### config.mk
export PLATFORM = sky130hd
export DESIGN_NAME = ctl_regbank
export DESIGN_NICKNAME = d
export VERILOG_FILES = /design/src/rtl/ctl_regbank_pkg.sv /design/src/rtl/ctl_status_unit.sv /design/src/rtl/ctl_sp_bank.sv /design/src/rtl/ctl_backup_regs.sv /design/src/rtl/ctl_regbank.sv
export SDC_FILE = /design/constraint.sdc
export NUM_CORES = 1
export LEC_CHECK = 0
export BUFFER_PORTS_ARGS = -buffer_cell sky130_fd_sc_hd__buf_2
export CORE_MARGIN = 2
export CORE_UTILIZATION = 45
export DETAILED_ROUTE_END_ITERATION = 10
export PLACE_DENSITY = 0.66
export SYNTH_ARGS = -nofsm -noshare
export SYNTH_HDL_FRONTEND = slang
export SYNTH_SLANG_ARGS = --single-unit
### constraint.sdc
create_clock -name clk -period 1.75 [get_ports clk]
set_clock_uncertainty 0.1 [all_clocks]
set_input_delay 0.2625 -clock clk [delete_from_list [all_inputs] [get_ports clk]]
set_output_delay 0.2625 -clock clk [all_outputs]
set_load 0.05 [all_outputs]
### src/rtl/ctl_regbank_pkg.sv
package ctl_regbank_pkg;
  localparam int CR_STATUS   = 0;
  localparam int CR_COND     = 1;
  localparam int CR_SP_INT   = 2;
  localparam int CR_SP_USR   = 3;
  localparam int CR_SCR_BASE = 4;
  localparam int CR_SCR_NUM  = 2;
  localparam int CR_SAVE_PC  = 6;
  localparam int CR_SAVE2_ST = 7;
  localparam int CR_SAVE2_PC = 8;
  localparam logic [7:0] SAVED_ST_MASK = 8'hC1;
  localparam logic [7:0] CUR_ST_MASK   = 8'hC0;
  localparam int MODE_BIT = 7;
endpackage

### src/rtl/ctl_status_unit.sv
module ctl_status_unit #(
  parameter int DW = 32
) (
  input  logic          clk,
  input  logic          rst_n,
  input  logic          wr_status,
  input  logic          wr_cond,
  input  logic [15:0]   wdata,
  output logic          stack_mode,
  output logic [DW-1:0] status_rd,
  output logic [DW-1:0] cond_rd
);
  import ctl_regbank_pkg::*;

  logic [7:0] cur_q, saved_q;
  logic       flag_q;

  always_ff @(posedge clk or negedge rst_n) begin
    if (!rst_n) begin
      cur_q   <= '0;
      saved_q <= '0;
      flag_q  <= 1'b0;
    end else if (wr_status) begin
      cur_q   <= wdata[7:0];
      saved_q <= wdata[15:8];
      flag_q  <= wdata[0];
    end else if (wr_cond) begin
      flag_q  <= wdata[0];
    end
  end

  assign stack_mode = cur_q[MODE_BIT];
  assign status_rd  = {{(DW-16){1'b0}}, saved_q & SAVED_ST_MASK,
                       (cur_q & CUR_ST_MASK) | {7'b0, flag_q}};
  assign cond_rd    = {{(DW-1){1'b0}}, flag_q};

  a_r2_status_load: assert property (@(posedge clk) disable iff (!rst_n)
    wr_status |=> (stack_mode == $past(wdata[7])) && (cond_rd[0] == $past(wdata[0])));
  a_r8_cond_only: assert property (@(posedge clk) disable iff (!rst_n)
    (wr_cond && !wr_status) |=> $stable(stack_mode) && (cond_rd[0] == $past(wdata[0])));
endmodule

### src/rtl/ctl_sp_bank.sv
module ctl_sp_bank #(
  parameter int DW = 32
) (
  input  logic          clk,
  input  logic          rst_n,
  input  logic          stack_mode,
  input  logic          wr_status,
  input  logic          new_mode,
  input  logic          wr_sp_int,
  input  logic          wr_sp_usr,
  input  logic [DW-1:0] wdata,
  input  logic          gp_we,
  input  logic [DW-1:0] gp_wdata,
  output logic [DW-1:0] sp_live,
  output logic [DW-1:0] sp_int_rd,
  output logic [DW-1:0] sp_usr_rd
);
  logic [DW-1:0] live_q, int_q, usr_q;
  logic [DW-1:0] live_d, int_d, usr_d;
  logic          swap;

  assign swap = wr_status && (new_mode != stack_mode);

  always_comb begin
    live_d = gp_we ? gp_wdata : live_q;
    int_d  = int_q;
    usr_d  = usr_q;
    if (swap) begin
      if (stack_mode) begin
        usr_d  = live_q;
        live_d = int_q;
      end else begin
        int_d  = live_q;
        live_d = usr_q;
      end
    end else if (wr_sp_int) begin
      if (stack_mode) int_d  = wdata;
      else            live_d = wdata;
    end else if (wr_sp_usr) begin
      if (stack_mode) live_d = wdata;
      else            usr_d  = wdata;
    end
  end

  always_ff @(posedge clk or negedge rst_n) begin
    if (!rst_n) begin
      live_q <= '0;
      int_q  <= '0;
      usr_q  <= '0;
    end else begin
      live_q <= live_d;
      int_q  <= int_d;
      usr_q  <= usr_d;
    end
  end

  assign sp_live   = live_q;
  assign sp_int_rd = stack_mode ? int_q : live_q;
  assign sp_usr_rd = stack_mode ? live_q : usr_q;

  a_r3_swap_to_mode0: assert property (@(posedge clk) disable iff (!rst_n)
    (wr_status && stack_mode && !new_mode) |=>
      (usr_q == $past(live_q)) && (live_q == $past(int_q)));
  a_r4_swap_to_mode1: assert property (@(posedge clk) disable iff (!rst_n)
    (wr_status && !stack_mode && new_mode) |=>
      (int_q == $past(live_q)) && (live_q == $past(usr_q)));
  a_r5_shadow_write: assert property (@(posedge clk) disable iff (!rst_n)
    (wr_sp_int && stack_mode && !wr_status && !gp_we) |=>
      (int_q == $past(wdata)) && $stable(live_q));
  a_r12_ctl_wins: assert property (@(posedge clk) disable iff (!rst_n)
    (gp_we && wr_sp_int && !stack_mode && !wr_status) |=> (live_q == $past(wdata)));
endmodule

### src/rtl/ctl_backup_regs.sv
module ctl_backup_regs #(
  parameter int DW   = 32,
  parameter int NSCR = 2
) (
  input  logic            clk,
  input  logic            rst_n,
  input  logic            wr_pc1,
  input  logic            wr_pc2,
  input  logic            wr_st2,
  input  logic [NSCR-1:0] wr_scr,
  input  logic [DW-1:0]   wdata,
  output logic [DW-1:0]   pc1_rd,
  output logic [DW-1:0]   pc2_rd,
  output logic [DW-1:0]   st2_rd,
  output logic [DW-1:0]   scr_rd [NSCR]
);
  import ctl_regbank_pkg::*;

  logic [DW-1:0] pc1_q, pc2_q;
  logic [7:0]    st2_q;

  always_ff @(posedge clk or negedge rst_n) begin
    if (!rst_n) begin
      pc1_q <= '0;
      pc2_q <= '0;
      st2_q <= '0;
    end else begin
      if (wr_pc1) pc1_q <= wdata;
      if (wr_pc2) pc2_q <= wdata;
      if (wr_st2) st2_q <= wdata[7:0];
    end
  end

  assign pc1_rd = {pc1_q[DW-1:1], 1'b0};
  assign pc2_rd = {pc2_q[DW-1:1], 1'b0};
  assign st2_rd = {{(DW-8){1'b0}}, st2_q & SAVED_ST_MASK};

  for (genvar i = 0; i < NSCR; i++) begin : g_scr
    logic [DW-1:0] scr_q;
    always_ff @(posedge clk or negedge rst_n) begin
      if (!rst_n)        scr_q <= '0;
      else if (wr_scr[i]) scr_q <= wdata;
    end
    assign scr_rd[i] = scr_q;
  end

  a_r7_st2_low_byte: assert property (@(posedge clk) disable iff (!rst_n)
    wr_st2 |=> (st2_q == $past(wdata[7:0])));
  a_r6_pc_lsb_zero: assert property (@(posedge clk) disable iff (!rst_n)
    wr_pc1 |=> (pc1_rd[DW-1:1] == $past(wdata[DW-1:1])) && !pc1_rd[0]);
endmodule

### src/rtl/ctl_regbank.sv
module ctl_regbank #(
  parameter int DW = 32,
  parameter int IW = 4
) (
  input  logic          clk,
  input  logic          rst_n,
  input  logic [IW-1:0] cr_rd_idx,
  output logic [DW-1:0] cr_rd_data,
  input  logic          cr_we,
  input  logic [IW-1:0] cr_wr_idx,
  input  logic [DW-1:0] cr_wr_data,
  input  logic          gp_sp_we,
  input  logic [DW-1:0] gp_sp_wdata,
  output logic [DW-1:0] gp_sp_rdata
);
  import ctl_regbank_pkg::*;

  localparam int NIDX = 1 << IW;

  logic [NIDX-1:0]       hit;
  logic                  stack_mode;
  logic [DW-1:0]         status_rd, cond_rd, sp_int_rd, sp_usr_rd;
  logic [DW-1:0]         pc1_rd, pc2_rd, st2_rd;
  logic [DW-1:0]         scr_rd [CR_SCR_NUM];
  logic [CR_SCR_NUM-1:0] wr_scr;

  for (genvar k = 0; k < NIDX; k++) begin : g_dec
    assign hit[k] = cr_we && (cr_wr_idx == IW'(k));
  end
  for (genvar i = 0; i < CR_SCR_NUM; i++) begin : g_scr_we
    assign wr_scr[i] = hit[CR_SCR_BASE + i];
  end

  ctl_status_unit #(.DW(DW)) u_status (
    .clk(clk), .rst_n(rst_n),
    .wr_status(hit[CR_STATUS]), .wr_cond(hit[CR_COND]),
    .wdata(cr_wr_data[15:0]), .stack_mode(stack_mode),
    .status_rd(status_rd), .cond_rd(cond_rd)
  );

  ctl_sp_bank #(.DW(DW)) u_sp (
    .clk(clk), .rst_n(rst_n), .stack_mode(stack_mode),
    .wr_status(hit[CR_STATUS]), .new_mode(cr_wr_data[MODE_BIT]),
    .wr_sp_int(hit[CR_SP_INT]), .wr_sp_usr(hit[CR_SP_USR]),
    .wdata(cr_wr_data), .gp_we(gp_sp_we), .gp_wdata(gp_sp_wdata),
    .sp_live(gp_sp_rdata), .sp_int_rd(sp_int_rd), .sp_usr_rd(sp_usr_rd)
  );

  ctl_backup_regs #(.DW(DW), .NSCR(CR_SCR_NUM)) u_bkp (
    .clk(clk), .rst_n(rst_n),
    .wr_pc1(hit[CR_SAVE_PC]), .wr_pc2(hit[CR_SAVE2_PC]),
    .wr_st2(hit[CR_SAVE2_ST]), .wr_scr(wr_scr), .wdata(cr_wr_data),
    .pc1_rd(pc1_rd), .pc2_rd(pc2_rd), .st2_rd(st2_rd), .scr_rd(scr_rd)
  );

  always_comb begin
    case (cr_rd_idx)
      IW'(CR_STATUS):       cr_rd_data = status_rd;
      IW'(CR_COND):         cr_rd_data = cond_rd;
      IW'(CR_SP_INT):       cr_rd_data = sp_int_rd;
      IW'(CR_SP_USR):       cr_rd_data = sp_usr_rd;
      IW'(CR_SCR_BASE):     cr_rd_data = scr_rd[0];
      IW'(CR_SCR_BASE + 1): cr_rd_data = scr_rd[1];
      IW'(CR_SAVE_PC):      cr_rd_data = pc1_rd;
      IW'(CR_SAVE2_ST):     cr_rd_data = st2_rd;
      IW'(CR_SAVE2_PC):     cr_rd_data = pc2_rd;
      default:              cr_rd_data = '0;
    endcase
  end

  a_r10_undef_ignored: assert property (@(posedge clk) disable iff (!rst_n)
    (cr_we && (cr_wr_idx > IW'(CR_SAVE2_PC)) && !gp_sp_we) |=>
      $stable(gp_sp_rdata) && $stable(stack_mode));
  a_r12_side_lands: assert property (@(posedge clk) disable iff (!rst_n)
    (gp_sp_we && !cr_we) |=> (gp_sp_rdata == $past(gp_sp_wdata)));
endmodule

== Yosys cells after proc, flatten, opt, wreduce, memory -nomap -nowiden ==
Cells that the tools add are included.

* Register bits after elaboration: 249
* Latch bits: 0
* Memory bits (writable): 0
* ROM bits: 0
* Bits of input ports: 76
* Output and inout port bits: 64
* Word-level logic and storage cells: 68
* Memories: 0

* $add $sub $neg: 0
* Multipliers: 0
* Divide/modulo/power cells: 0
* Order comparisons: 0
* Eq/ne operators: 19
* Shift operators: 0
* Mux-type cells: 19
* Bitwise gates (word level): 1
* Reductions and logical operators: 18

{| class="wikitable"
|+ Operator list
! kind !! number
|-
| $mux W32 || 16
|-
| $pmux W32 S9 || 1
|-
| $eq A4 B3 Y1 const B || 8
|-
| $eq A4 B2 Y1 const B || 4
|-
| $logic_and A1 B1 Y1 || 10
|-
| $eq A4 B1 Y1 const B || 2
|-
| $eq A4 B4 Y1 const B || 2
|-
| $logic_not A4 Y1 || 2
|-
| $or A8 B1 Y8 || 1
|-
| $reduce_bool A2 Y1 || 4
|-
| $reduce_and A3 Y1 || 1
|-
| $mux W1 || 2
|-
| $ne A2 B1 Y1 const B || 1
|-
| $ne A2 B2 Y1 const B || 1
|-
| $reduce_and A2 Y1 || 1
|-
| $ne A1 B1 Y1 || 1
|}

== Longest topological paths before layout ==
* Word-level depth: 5
* Mapped depth: 8
* Depth with buffers taken out: 4

== Modules after synthesis ==
A second synthesis with hierarchy kept.

* Cells, all modules: 1,353
* Area total of the unflattened synthesis: 15,041.9 µm²

{| class="wikitable"
|+ Modules (own cells, without submodules)
! module !! instances !! cells an instance !! area each (µm²) !! sequential area each (µm²)
|-
| ctl_sp_bank || 1 || 579 || 6,025.8 || 2,402.3
|-
| ctl_backup_regs || 1 || 304 || 5,345.1 || 3,228.1
|-
| ctl_regbank || 1 || 395 || 2,970.3 || 0.0
|-
| ctl_status_unit || 1 || 75 || 700.7 || 150.1
|}

== Worst setup path before layout ==
OpenSTA, ideal clock, no wires.

* Kind: reg2out
* Start: register u_sp.live_q[6] (netlist: u_sp.sp_live[6])
* End: output port cr_rd_data[6]
* Data arrival time: 2.179 ns
* Required time: 1.387 ns
* Slack: -0.792 ns
* Stages on the path, launching flop included: 5
* Path buffers: 0
* Cells stage by stage: dfrtp_1 mux2i_1 nor2_1 a211oi_1 o31ai_1

* Cells in the longest elaborated chain, start to end: 2
* Elaborated cells on any way between the ends: 3
* Those cells by class: mux (3)

{| class="wikitable"
|+ Ends and longest elaborated chain
! what !! line !! RTL
|-
| from (decl) || ctl_sp_bank.sv:18 || <nowiki>logic [DW-1:0] live_q, int_q, usr_q;</nowiki>
|-
| from (signal assigned) || ctl_sp_bank.sv:51 || <nowiki>live_q <= live_d;</nowiki>
|-
| $mux W32, on equally long branches || ctl_sp_bank.sv:59, ctl_sp_bank.sv:58 ||
|-
| $pmux W32 S9 (*) || ctl_regbank.sv:57 || <nowiki>case (cr_rd_idx)</nowiki>
|-
| to (decl) || ctl_regbank.sv:8 || <nowiki>output logic [DW-1:0] cr_rd_data,</nowiki>
|}

Mark *: on every way between the ends. The rest lies on a longest branch, timed or not.

== Worst setup path after layout ==
* Start: register u_status.cur_q[7]
* End: output port cr_rd_data[21]

* Cells in the longest elaborated chain, start to end: 2
* Elaborated cells on any way between the ends: 3
* Those cells by class: mux (3)

{| class="wikitable"
|+ Ends and longest elaborated chain
! what !! line !! RTL
|-
| from (decl) || ctl_status_unit.sv:15 || <nowiki>logic [7:0] cur_q, saved_q;</nowiki>
|-
| from (signal assigned) || ctl_status_unit.sv:24 || <nowiki>cur_q <= wdata[7:0];</nowiki>
|-
| $mux W32, on equally long branches || ctl_sp_bank.sv:59, ctl_sp_bank.sv:58 ||
|-
| $pmux W32 S9 (*) || ctl_regbank.sv:57 ||
|}

Marked as above.

==> impl_metrics.prom <==
# TYPE chip_impl_metric gauge
chip_impl_info{name="synthTopCellsByArea",value="dfrtp_1 (45%), mux2_2 (14%), mux2i_1 (14%)"} 1
chip_impl_metric{name="power-per-cell-area",unit="nW/µm²"} 1130
chip_impl_metric{name="fmax",unit="MHz"} 388
chip_impl_metric{name="synthXorXnorAreaFrac",unit=""} 0.00136
chip_impl_info{name="yosysMostFrequentCell",value="dfrtp_1"} 1
chip_impl_info{name="critPathCaptureType",value="primary output"} 1
chip_impl_metric{name="slew-limit-headroom",unit=""} 0.679
chip_impl_metric{name="p_total",unit="µW"} 21200
chip_impl_metric{name="die_area",unit="µm²"} 29900
chip_impl_metric{name="drt_pre_antenna_iters",unit=""} 9
chip_impl_metric{name="port-buffer-count",unit=""} 139
chip_impl_info{name="r2r-start",value="u_status.cur_q[7]"} 1
chip_impl_metric{name="r2r.worst_path.cells",unit=""} 11
chip_impl_metric{name="chipHeight",unit="µm"} 173
chip_impl_metric{name="ioPinCount",unit=""} 140
chip_impl_info{name="worstSetupPathType",value="reg -> out"} 1
chip_impl_metric{name="grt_util_all_layers",unit=""} 0.294
chip_impl_metric{name="multiplexer_fraction_of_the_synthesized_cell_area",unit=""} 0.289
chip_impl_metric{name="count_of_synthesis_stage_warnings_from_yosys",unit=""} 0
chip_impl_info{name="endpoint_of_the_most_critical_register_to_register_path",value="u_sp.sp_live[12]"} 1
chip_impl_metric{name="drv_cap",unit=""} 0
chip_impl_metric{name="synth_fp_nets",unit=""} 1217
chip_impl_metric{name="synth_edf_count",unit=""} 0
chip_impl_metric{name="clock_tree.buffer_depth",unit=""} 3
chip_impl_metric{name="viasPerCell",unit=""} 6.29
chip_impl_info{name="setup.worst_path.start",value="u_status.cur_q[7]"} 1
chip_impl_info{name="tritoncts",value="yes"} 1
chip_impl_metric{name="grt_first_pass_wirelength",unit="µm"} 68700
chip_impl_metric{name="final.hold.worst_slack",unit="ns"} 0.0190
chip_impl_metric{name="data_required_time_of_the_worst_path",unit="ns"} 1.39
chip_impl_info{name="clk_root_buffer_cell",value="clkbuf_16"} 1
chip_impl_metric{name="dpl-instance-area",unit="µm²"} 15400
chip_impl_info{name="run_status",value="finished, violations left"} 1
chip_impl_metric{name="cts_buffers",unit=""} 27
chip_impl_metric{name="gr-total-overflow",unit=""} 0
chip_impl_metric{name="netlist_area",unit="µm²"} 12800
chip_impl_metric{name="p_seq_frac",unit=""} 0.375
chip_impl_metric{name="clock_tree.htree_level_count",unit=""} 1
chip_impl_metric{name="drtAntennaViolNets",unit=""} 0
chip_impl_metric{name="layout_setup_ws",unit="ns"} -0.825
chip_impl_metric{name="worst_ep_arrival_time",unit="ns"} 2.21
chip_impl_metric{name="route.vias.total",unit=""} 11500
chip_impl_metric{name="yosys.area_share.simple",unit=""} 0.0652
chip_impl_metric{name="p_sw",unit="µW"} 7300
chip_impl_metric{name="post-place-cells",unit=""} 1700
chip_impl_info{name="dominant_combinational_cell_family_by_area_after_synthesis",value="multiplexers"} 1
chip_impl_metric{name="finalWirelength",unit="µm"} 46200
chip_impl_metric{name="gpl.final_weighted_congestion",unit=""} 0.829
chip_impl_metric{name="grt_start_max_net_pins",unit=""} 50
chip_impl_metric{name="cts.sink_count",unit=""} 231
chip_impl_metric{name="routed_wire_length_per_instance",unit="µm"} 25.3
chip_impl_info{name="cp-endpoint",value="cr_rd_data[21]"} 1
chip_impl_metric{name="max-vdd-ir-drop",unit="mV"} 0.859
chip_impl_metric{name="first_global_vias",unit=""} 11500
chip_impl_metric{name="core_footprint",unit="µm²"} 27900
chip_impl_metric{name="finalNetCount",unit=""} 1504
chip_impl_info{name="setup.worst_path.start_class",value="register"} 1
chip_impl_metric{name="layout.cell_area.non_filler",unit="µm²"} 18800
chip_impl_metric{name="path_max_fanout",unit=""} 8
chip_impl_metric{name="finalSetupViolations",unit=""} 106
chip_impl_metric{name="worst-r2r-setup-slack",unit="ns"} -0.67
chip_impl_metric{name="synth.top_cell.area_share",unit=""} 0.450
chip_impl_info{name="violated_checks",value="negative setup slack"} 1
chip_impl_metric{name="net_switching_fraction_of_the_power",unit=""} 0.345
chip_impl_metric{name="area_share_of_fa_ha_maj_cells_after_synthesis",unit=""} 0
chip_impl_metric{name="final_cell_count_no_fill",unit=""} 1826
chip_impl_metric{name="fraction_of_layout_instances_using_a_drive_strength_above_1",unit=""} 0.521
chip_impl_metric{name="layout-area-overhead-vs-synth",unit="%"} 46.6
chip_impl_metric{name="static-leakage-power",unit="µW"} 0.00822
chip_impl_metric{name="fp-row-count",unit=""} 61
chip_impl_metric{name="diodes",unit=""} 0
chip_impl_metric{name="drt_first_iter_violations",unit=""} 1141
chip_impl_metric{name="clkLatencyLatePin",unit="ns"} 0.54
chip_impl_metric{name="report.final.hold_viol_count",unit=""} 0
chip_impl_metric{name="synthesis.instances",unit=""} 1141
chip_impl_metric{name="antenna_found_initial",unit=""} 1
chip_impl_metric{name="synth_compound_gate_area_share",unit=""} 0.147
chip_impl_metric{name="initial_core_util",unit=""} 0.459
chip_impl_metric{name="finalCritPeriodShare",unit=""} 1.47
chip_impl_metric{name="die-width",unit="µm"} 173
chip_impl_info{name="yosys-top-cells-count",value="dfrtp_1 (231), mux2i_1 (181), mux2_2 (163)"} 1
chip_impl_metric{name="combPwrFrac",unit=""} 0.343
chip_impl_metric{name="period_needed",unit="ns"} 2.57
chip_impl_metric{name="yosysUniqueCellTypes",unit=""} 56
chip_impl_info{name="synth-main-ff-cell",value="dfrtp_1"} 1
chip_impl_metric{name="asyncSetResetFlopFracSynth",unit=""} 1.00
chip_impl_info{name="holdCritPathClass",value="in -> reg"} 1
chip_impl_info{name="post_synth_top_area_cell",value="dfrtp_1"} 1
chip_impl_metric{name="final_max_slew_viol_count",unit=""} 0
chip_impl_metric{name="flip_flop_and_latch_count_after_synthesis",unit=""} 231
chip_impl_metric{name="worst_setup_hold_path_clk_slew",unit="ns"} 0.06
chip_impl_metric{name="synth-seq-area-share",unit=""} 0.450
chip_impl_info{name="rsz0062_at_grt",value="yes"} 1
chip_impl_metric{name="synth_area_per_cell",unit="µm²"} 11.2
chip_impl_metric{name="cell_internal_pwr",unit="µW"} 13900
chip_impl_metric{name="tightestPinTransition",unit="ns"} 0.481
chip_impl_metric{name="dp_hpwl",unit="µm"} 25700
chip_impl_metric{name="post_route_drc_violation_count",unit=""} 0
chip_impl_metric{name="clock_power_share",unit=""} 0.282
-- registers in the layout, summed over array words and instances (netlist names) --
name and flops:
u_bkp.g_scr.scr_q 64, u_bkp.pc1_q 31, u_bkp.pc2_q 31, u_bkp.st2_q 3, u_sp.int_q 32, u_sp.sp_live 32, u_sp.usr_q 32, u_status.cur_q 2
u_status.flag_q 1, u_status.saved_q 3
-- per-stage QoR --
stage,TNS (ns),setup slack [ns],utilization
global placement,-35.23,-0.500,0.553
global route,-62.05,-0.828,0.673
floorplan,-13.81,-0.604,-
finish,-57.84,-0.825,0.673
detailed placement,-38.06,-0.506,0.553
CTS,-36.47,-0.772,0.647
-- how the worst min path moves through the flow --
stage              startpoint                        to  slack (ns)  cells after the start
6_report       cr_wr_data[26]           u_bkp.pc2_q[26]        0.02                      2
5_1_grt        cr_wr_data[26]  u_bkp.g_scr[1].scr_q[26]        0.04                      2
4_1_cts        cr_wr_data[14]  u_bkp.g_scr[1].scr_q[14]       0.003                      2
3_5_place_dp            rst_n  u_bkp.g_scr[1].scr_q[25]        0.12                      1
3_3_place_gp            rst_n           u_bkp.pc2_q[25]        0.11                      1
2_1_floorplan           rst_n   u_bkp.g_scr[0].scr_q[0]       -0.13                      0
-- critical path, stage by stage, from the launching register on --
cell       delay (ns)
dfrtp_4          0.57
buf_6            0.18
inv_4            0.10
clkbuf_16        0.19
a221oi_2         0.05
o211ai_1         0.31
buf_4            0.27
-- layout by cell type, fill, tap and decap left out, types with 6 or more instances in the layout --
| master | n |
|---|---|
| a21oi_1 | 25 |
| a21oi_2 | 22 |
| a21oi_4 | 17 |
| a221oi_1 | 17 |
| a221oi_2 | 29 |
| a222oi_1 | 19 |
| buf_12 | 48 |
| buf_16 | 10 |
| buf_2 | 94 |
| buf_4 | 131 |
| buf_6 | 36 |
| buf_8 | 7 |
| clkbuf_16 | 31 |
| clkbuf_4 | 11 |
| clkbuf_8 | 9 |
| dfrtp_1 | 224 |
| dfrtp_2 | 6 |
| dlygate4sd3_1 | 23 |
| inv_1 | 32 |
| mux2_2 | 163 |
| mux2i_1 | 167 |
| mux2i_4 | 9 |
| nand2_1 | 48 |
| nand3_1 | 21 |
| nor2_1 | 21 |
| o211ai_1 | 18 |
| o21ai_0 | 25 |
| o221ai_2 | 30 |
| o22a_1 | 9 |
| o22ai_2 | 21 |
| o22ai_4 | 13 |
| or2_2 | 6 |
-- kinds of logic (layout without fill, tap and decap cells) --
family | count (synthesis) | in the layout
flip-flops | 231 | 231
XOR/XNOR | 2 | 2
multiplexers | 349 | 349
AND/OR/NAND/NOR | 153 | 153
AO/OA/AOI/OAI | 266 | 266
buffers and inverters | 140 | 447
-- cell type report --
| type | instances | area [µm²] |
|---|---|---|
| Clock buffer | 41 | 818 |
| Clock inverter | 8 | 121 |
| Fill cell | 1951 | 9120 |
| Inverter | 33 | 126 |
| Multi-Input combinational cell | 770 | 7840 |
| Sequential cell | 231 | 5790 |
| Tap cell | 378 | 473 |
| Timing Repair Buffer | 365 | 3650 |
-- layer usage --
layer | global-route usage | wire, µm
met1 | 0.395 | 18900
met2 | 0.467 | 21100
met3 | 0.0673 | 4250
met4 | 0.105 | 2030
met5 | 0 | 13
-- timing repair --
item | in CTS | in global routing
setup endpoints to repair | 95 | 111
cloned | 17 | 5
hold endpoints to repair | 308 | 0
hold buffers | 23 | 0
pin swaps | 40 | 60
gates resized for setup | 183 | 144
buffers inserted | 23 | 20
-- power by group through the flow --
stage	clock network, µW	logic, µW	registers, µW
global route	6260	7720	8090
finish	5980	7260	7950
global placement	0	5650	7750
floorplan	0	3820	7880
CTS	5990	6560	7800
detailed placement	0	5790	7820
Power figures use the tool's default switching activity.
